`config.mk`:
```
export PLATFORM = sky130hd
export DESIGN_NAME = ireg_bridge
export DESIGN_NICKNAME = d
export VERILOG_FILES = /design/src/rtl/ireg_pkg.sv /design/src/rtl/ireg_ofs_chk.sv /design/src/rtl/ireg_seq.sv /design/src/rtl/ireg_datareg.sv /design/src/rtl/ireg_bridge.sv
export SDC_FILE = /design/constraint.sdc
export NUM_CORES = 1
export LEC_CHECK = 0
export ABC_AREA = 1
export BUFFER_PORTS_ARGS = -buffer_cell sky130_fd_sc_hd__buf_2
export CAP_MARGIN = 20
export CORE_MARGIN = 2
export CORE_UTILIZATION = 50
export DETAILED_ROUTE_END_ITERATION = 16
export HOLD_SLACK_MARGIN = 0.06
export PLACE_DENSITY = 0.85
export RECOVER_POWER = 100
export SETUP_SLACK_MARGIN = 0.5
export SLEW_MARGIN = 0
export SYNTH_ARGS = -nofsm -noshare
export SYNTH_HDL_FRONTEND = slang
export SYNTH_HIERARCHICAL = 1
export SYNTH_SLANG_ARGS = --single-unit
```
`constraint.sdc`:
```
create_clock -name clk -period 1.8 [get_ports clk]
set_input_delay 0.18 -clock clk [delete_from_list [all_inputs] [get_ports clk]]
set_output_delay 0.18 -clock clk [all_outputs]
set_load 0.01 [all_outputs]
```
`src/rtl/ireg_pkg.sv`:
```
package ireg_pkg;
  typedef enum logic [1:0] {
    ST_IDLE,   // nothing armed
    ST_PEND,   // write armed, waiting for data load
    ST_REQ,    // back-end request outstanding
    ST_NOP     // null offset, one busy cycle
  } seq_st_t;
endpackage

```
`src/rtl/ireg_ofs_chk.sv`:
```
module ireg_ofs_chk #(
  parameter int ADDR_W   = 5,
  parameter int HOLE_OFS = 15,
  parameter int LAST_OFS = 20
) (
  input  logic [ADDR_W-1:0] ofs,
  output logic              ofs_ok
);
  localparam logic [ADDR_W-1:0] HOLE = ADDR_W'(HOLE_OFS);
  localparam logic [ADDR_W-1:0] LAST = ADDR_W'(LAST_OFS);

  always_comb begin
    ofs_ok = (ofs != '0) && (ofs != HOLE) && (ofs <= LAST);
  end
endmodule

```
`src/rtl/ireg_seq.sv`:
```
module ireg_seq
  import ireg_pkg::*;
(
  input  logic clk,
  input  logic rst,
  input  logic ctl_acc,
  input  logic ctl_rw,
  input  logic dat_wr,
  input  logic ofs_ok,
  input  logic be_ack,
  output logic busy,
  output logic be_req,
  output logic be_we,
  output logic rd_load,
  output logic rd_clear,
  output logic wr_start
);
  seq_st_t st_q;
  logic    op_rd_q;

  assign wr_start = (st_q == ST_PEND) && dat_wr;
  assign rd_load  = (st_q == ST_REQ) && be_ack && op_rd_q;
  assign rd_clear = (st_q == ST_NOP) && op_rd_q;

  always_ff @(posedge clk) begin
    if (rst) begin
      st_q    <= ST_IDLE;
      op_rd_q <= 1'b0;
      busy    <= 1'b0;
      be_req  <= 1'b0;
      be_we   <= 1'b0;
    end else begin
      case (st_q)
        ST_IDLE, ST_PEND: begin
          if (ctl_acc) begin
            op_rd_q <= ctl_rw;
            if (ctl_rw) begin
              busy <= 1'b1;
              if (ofs_ok) begin
                st_q   <= ST_REQ;
                be_req <= 1'b1;
                be_we  <= 1'b0;
              end else begin
                st_q <= ST_NOP;
              end
            end else begin
              st_q <= ST_PEND;
            end
          end else if (wr_start) begin
            op_rd_q <= 1'b0;
            busy    <= 1'b1;
            if (ofs_ok) begin
              st_q   <= ST_REQ;
              be_req <= 1'b1;
              be_we  <= 1'b1;
            end else begin
              st_q <= ST_NOP;
            end
          end
        end
        ST_REQ: begin
          if (be_ack) begin
            st_q   <= ST_IDLE;
            busy   <= 1'b0;
            be_req <= 1'b0;
            be_we  <= 1'b0;
          end
        end
        default: begin
          st_q <= ST_IDLE;
          busy <= 1'b0;
        end
      endcase
    end
  end

  p_req_busy_r5: assert property (@(posedge clk) disable iff (rst)
    be_req |-> busy);
  p_nop_one_r7: assert property (@(posedge clk) disable iff (rst)
    (busy && !be_req) |=> !busy);
  p_we_hold_r8: assert property (@(posedge clk) disable iff (rst)
    (be_req && !be_ack) |=> (be_req && $stable(be_we)));
endmodule

```
`src/rtl/ireg_datareg.sv`:
```
module ireg_datareg #(
  parameter int DATA_W = 8
) (
  input  logic              clk,
  input  logic              rst,
  input  logic              dat_wr,
  input  logic [DATA_W-1:0] cpu_wdata,
  input  logic              wr_start,
  input  logic              rd_load,
  input  logic              rd_clear,
  input  logic [DATA_W-1:0] be_rdata,
  output logic [DATA_W-1:0] data_q,
  output logic [DATA_W-1:0] wbuf_q
);
  always_ff @(posedge clk) begin
    if (rst) begin
      data_q <= '0;
      wbuf_q <= '0;
    end else begin
      if (rd_load)      data_q <= be_rdata;
      else if (rd_clear) data_q <= '0;
      else if (dat_wr)   data_q <= cpu_wdata;
      if (wr_start) wbuf_q <= cpu_wdata;
    end
  end
endmodule

```
`src/rtl/ireg_bridge.sv`:
```
module ireg_bridge #(
  parameter int ADDR_W   = 5,
  parameter int DATA_W   = 8,
  parameter int HOLE_OFS = 15,
  parameter int LAST_OFS = 20
) (
  input  logic              clk,
  input  logic              rst,
  input  logic              cpu_wr,
  input  logic              cpu_sel,
  input  logic [DATA_W-1:0] cpu_wdata,
  output logic [DATA_W-1:0] ctl_q,
  output logic [DATA_W-1:0] data_q,
  output logic              be_req,
  output logic              be_we,
  output logic [ADDR_W-1:0] be_addr,
  output logic [DATA_W-1:0] be_wdata,
  input  logic              be_ack,
  input  logic [DATA_W-1:0] be_rdata
);
  localparam int PAD_W = DATA_W - ADDR_W - 2;
  localparam logic [ADDR_W-1:0] HOLE = ADDR_W'(HOLE_OFS);
  localparam logic [ADDR_W-1:0] LAST = ADDR_W'(LAST_OFS);

  logic              busy, ctl_acc, dat_wr, ofs_ok;
  logic              rd_load, rd_clear, wr_start;
  logic              rw_q;
  logic [ADDR_W-1:0] addr_q, start_ofs;

  assign ctl_acc   = cpu_wr && !cpu_sel && !busy;
  assign dat_wr    = cpu_wr && cpu_sel;
  assign start_ofs = ctl_acc ? cpu_wdata[ADDR_W-1:0] : addr_q;

  always_ff @(posedge clk) begin
    if (rst) begin
      rw_q   <= 1'b0;
      addr_q <= '0;
    end else if (ctl_acc) begin
      rw_q   <= cpu_wdata[DATA_W-1];
      addr_q <= cpu_wdata[ADDR_W-1:0];
    end
  end

  assign ctl_q   = {rw_q, busy, {PAD_W{1'b0}}, addr_q};
  assign be_addr = addr_q;

  ireg_ofs_chk #(
    .ADDR_W(ADDR_W), .HOLE_OFS(HOLE_OFS), .LAST_OFS(LAST_OFS)
  ) u_ofs (
    .ofs(start_ofs), .ofs_ok(ofs_ok)
  );

  ireg_seq u_seq (
    .clk(clk), .rst(rst), .ctl_acc(ctl_acc), .ctl_rw(cpu_wdata[DATA_W-1]),
    .dat_wr(dat_wr), .ofs_ok(ofs_ok), .be_ack(be_ack), .busy(busy),
    .be_req(be_req), .be_we(be_we), .rd_load(rd_load), .rd_clear(rd_clear),
    .wr_start(wr_start)
  );

  ireg_datareg #(.DATA_W(DATA_W)) u_data (
    .clk(clk), .rst(rst), .dat_wr(dat_wr), .cpu_wdata(cpu_wdata),
    .wr_start(wr_start), .rd_load(rd_load), .rd_clear(rd_clear),
    .be_rdata(be_rdata), .data_q(data_q), .wbuf_q(be_wdata)
  );

  p_ctl_frozen_r6: assert property (@(posedge clk) disable iff (rst)
    busy |=> ($stable(addr_q) && $stable(rw_q)));
  p_hold_r8: assert property (@(posedge clk) disable iff (rst)
    (be_req && !be_ack) |=> ($stable(be_addr) && $stable(be_wdata)));
  p_noreq_null_r7: assert property (@(posedge clk) disable iff (rst)
    $rose(be_req) |-> ((be_addr != '0) && (be_addr != HOLE) && (be_addr <= LAST)));
  p_rd_latch_r9: assert property (@(posedge clk) disable iff (rst)
    (be_req && be_ack && !be_we) |=> (data_q == $past(be_rdata)));
endmodule

```
==> metrics.txt <==
Power, Total=about 0.0015 W; post-DR wirelength/cell=about 12 um; WP buf/inv=2; top-count cell post-synth=nand2_1; Starting DRT DRC Count=75; number of max-cap violations=0; Mapped Cells=235; WP data required=roughly 2.0 ns; CTS tree=done; # port buffers=50; Worst Skew=between 0.002 and 0.003 ns; Die Span X=59.6 um; Final #Nets=a little over 300; clk sinks=28; Setup CP Type=register to register; Top Family by Delay on Critical Path=simple AND/OR/NAND/NOR gates; worst skew pair latency=approximately 0.32 ns; Final Slew Violations=0; Final Util=0.610; FFs w/ async S/R, synth=0; die area=0.00355 mm^2; pin count of the biggest net entering global routing=17; largest family of logic cells by synthesized area=simple AND/OR/NAND/NOR gates; mux share of post-synthesis cell area=0; fraction of layout cells with a size suffix above 1=0.224; met1 usage=0.256; placed cells=between 300 and 400; drt drc=0; synthesized-area fraction occupied by adder cells=0; number of global-route vias before repair=between 1000 and 1500; Worst Tran Pin Value=~0.53 ns; Vert. Die Dim=59.6 um; Tcrit/Tclk final=0.957; CP Launch Type=register; H-tree lvl count=1; status=complete, no violations; GR Layer Usage met3=0.0349; total track usage=0.197; CP max-delay cell=dfxtp_4; critical path's most frequent cell=nand2_1; root buf cell=clkbuf_4; Min-Delay Startpoint=cpu_wdata[5]; Fin Setup TNS=0 ns; Seq cells post-synth=28; Detailed Routing Iterations Pass 1=4; Antenna diodes=0; # rows=20; Max clock buf depth=2; Pwr per Cell Area=just over 800 mW/mm^2; Routed Antenna Nets=0; global-route wire length before repair=between 5000 and 6000 um; synth cell count leaders=nand2_1 (58), inv_1 (53), dfxtp_1 (28); Fmax achieved=slightly below 600 MHz; Area contributors post-synth=dfxtp_1 (36%), nand2_1 (14%), inv_1 (13%), nand3_1 (6.5%), buf_4 (5.3%); simple-gate portion of the synthesized area=0.310; worst vdd ir=approximately 0.00044 V; dominant cell type by area after synthesis=dfxtp_1; GRT busiest layer=met2; Syn-to-layout area delta=18.6%; worst r2r src=u_seq/busy; Finished Layout Cells=around 320; Syn Area/Cell=roughly 6.6 um^2; fillcell total=313; RSZ-0062 raised after global routing=true; routed vias=approximately 1600; Core Footprint=0.00300 mm^2; Lkg Pwr=between 0.9 and 1 nW; unique cell type count in the Yosys netlist=20; RD Place Congestion=~0.81; Synth Flop Type=dfxtp_1; CP max FO=5; min Tclk post-route=1.72 ns; Synth Cell Area=between 0.0015 and 0.002 mm^2; Ys Warns=6; Final Instance Area=about 0.0018 mm^2; placed instance area=around 0.0018 mm^2; Compound-Gate Fraction of Synth Area=0.118; area fraction of the dominant cell type after synthesis=0.363; Synth Net Count=between 200 and 300; HPWL Detailed=approximately 2500 um; Initial Utilization=0.514; Synth Area in XOR/XNOR=0; final setup violating endpoints=0; GR Util met2=0.317; initial antenna violation count=0; vias per inst=4.88; critical path startpoint=u_seq/busy; CP endpoint kind=register; Final Hold Fails=0; total gr overflow=0; clk slew on worst S/H paths=between 0.1 and 0.15 ns; Hold Buf Count CTS=0; WP data arrival=roughly 2.0 ns; crit-path max cell delay=approximately 0.39 ns; worst hold-check path type=primary input to register; TritonCTS Buffers=3; IO Count=52; Post-synth EDFFs=0; Max-Slew Margin vs Limit=0.644; Routed WL=3790 um; sequential share of the synthesized area=0.363; CP Cell Sequence=nor2_4, nand3_1, nand2_2, inv_2, nor2_4, nand2_1, nand2_1, nand2_1, nand2_1, inv_2, nand2_2, nand3_2, nor2_4, nand2_1, nand2_1, nor2_1
worst paths after layout:
path	slack [ns]	to	depth (start not counted)
setup / recovery	0.08	u_seq/be_we	16
setup reg to reg	0.08	u_seq/be_we	16
hold reg to reg	0.46	u_seq/be_req	2
hold / removal	0.10	u_data/wbuf_q[5]	3
cell type report:
| type | instances | area [um^2] | share of cell area |
|---|---|---|---|
| Multi-Input combinational cell | 138 | 706 | 0.385 |
| Sequential cell | 28 | 566 | 0.309 |
| Timing Repair Buffer | 59 | 277 | 0.151 |
| Inverter | 56 | 211 | 0.115 |
| Tap cell | 33 | 41.3 | 0.0225 |
| Clock buffer | 4 | 26.3 | 0.0143 |
| Timing Repair inverter | 1 | 5.00 | 0.00273 |
routing by layer:
metal	routed length, um	part of all wire
met3	209	0.055
met1	1650	0.44
met2	1890	0.50
met4	42	0.011
met5	0	0
cells in the final DEF, fill, tap and decap left out:
cell and instances:
nand2_1 50, inv_1 46, clkbuf_1 32, dfxtp_1 26, buf_2 20, nor2_1 18, nand3_1 16, a21oi_1 14
inv_2 9, o21ai_0 9, nand2_2 8, buf_4 8, a21boi_0 8, nand3_2 6, nor2_4 4, clkbuf_4 3
clkinvlp_2 2, nand3_4 1, conb_1 1, nor2_2 1, nor3_1 1, o211ai_1 1, dfxtp_4 1, dfxtp_2 1
per-stage QoR:
step / setup WS [ns] / hold WS, ns
6_report: 0.0780 / 0.102
5_1_grt: -0.0229 / 0.0860
4_1_cts: 0.199 / 0.0886
3_5_place_dp: 0.183 / 0.446
3_3_place_gp: 0.234 / 0.439
2_1_floorplan: 0.334 / 0.239
kinds of logic after synthesis:
group | count (synthesis)
buffers and inverters | 69
AND/OR/NAND/NOR | 105
flip-flops | 28
other | 1
AO/OA/AOI/OAI | 32
state kept, by name, indices dropped and copies added (netlist names):
signal,cells
u_data/data_q,8
u_data/wbuf_q,8
be_addr,5
u_seq/st_q,2
rw_q,1
u_seq/be_req,1
u_seq/be_we,1
u_seq/busy,1
u_seq/op_rd_q,1
report_power, final:
part | switching (W) | total [W] | internal [W]
registers | 0.0000480 | 0.000731 | 0.000683
logic | 0.000306 | 0.000491 | 0.000185
clock network | 0.000178 | 0.000265 | 0.0000868
tightest hold or removal path, cell delays in order:
cell     delay (ns)
buf_2          0.09
inv_1          0.06
a21oi_1        0.06
timing repair:
action | in CTS | in global routing
gates cloned | 0 | 1
setup endpoints to repair | 14 | 22
buffers inserted | 3 | 4
resized for setup | 4 | 24
pin swaps | 2 | 14
Power figures use the tool's default switching activity.
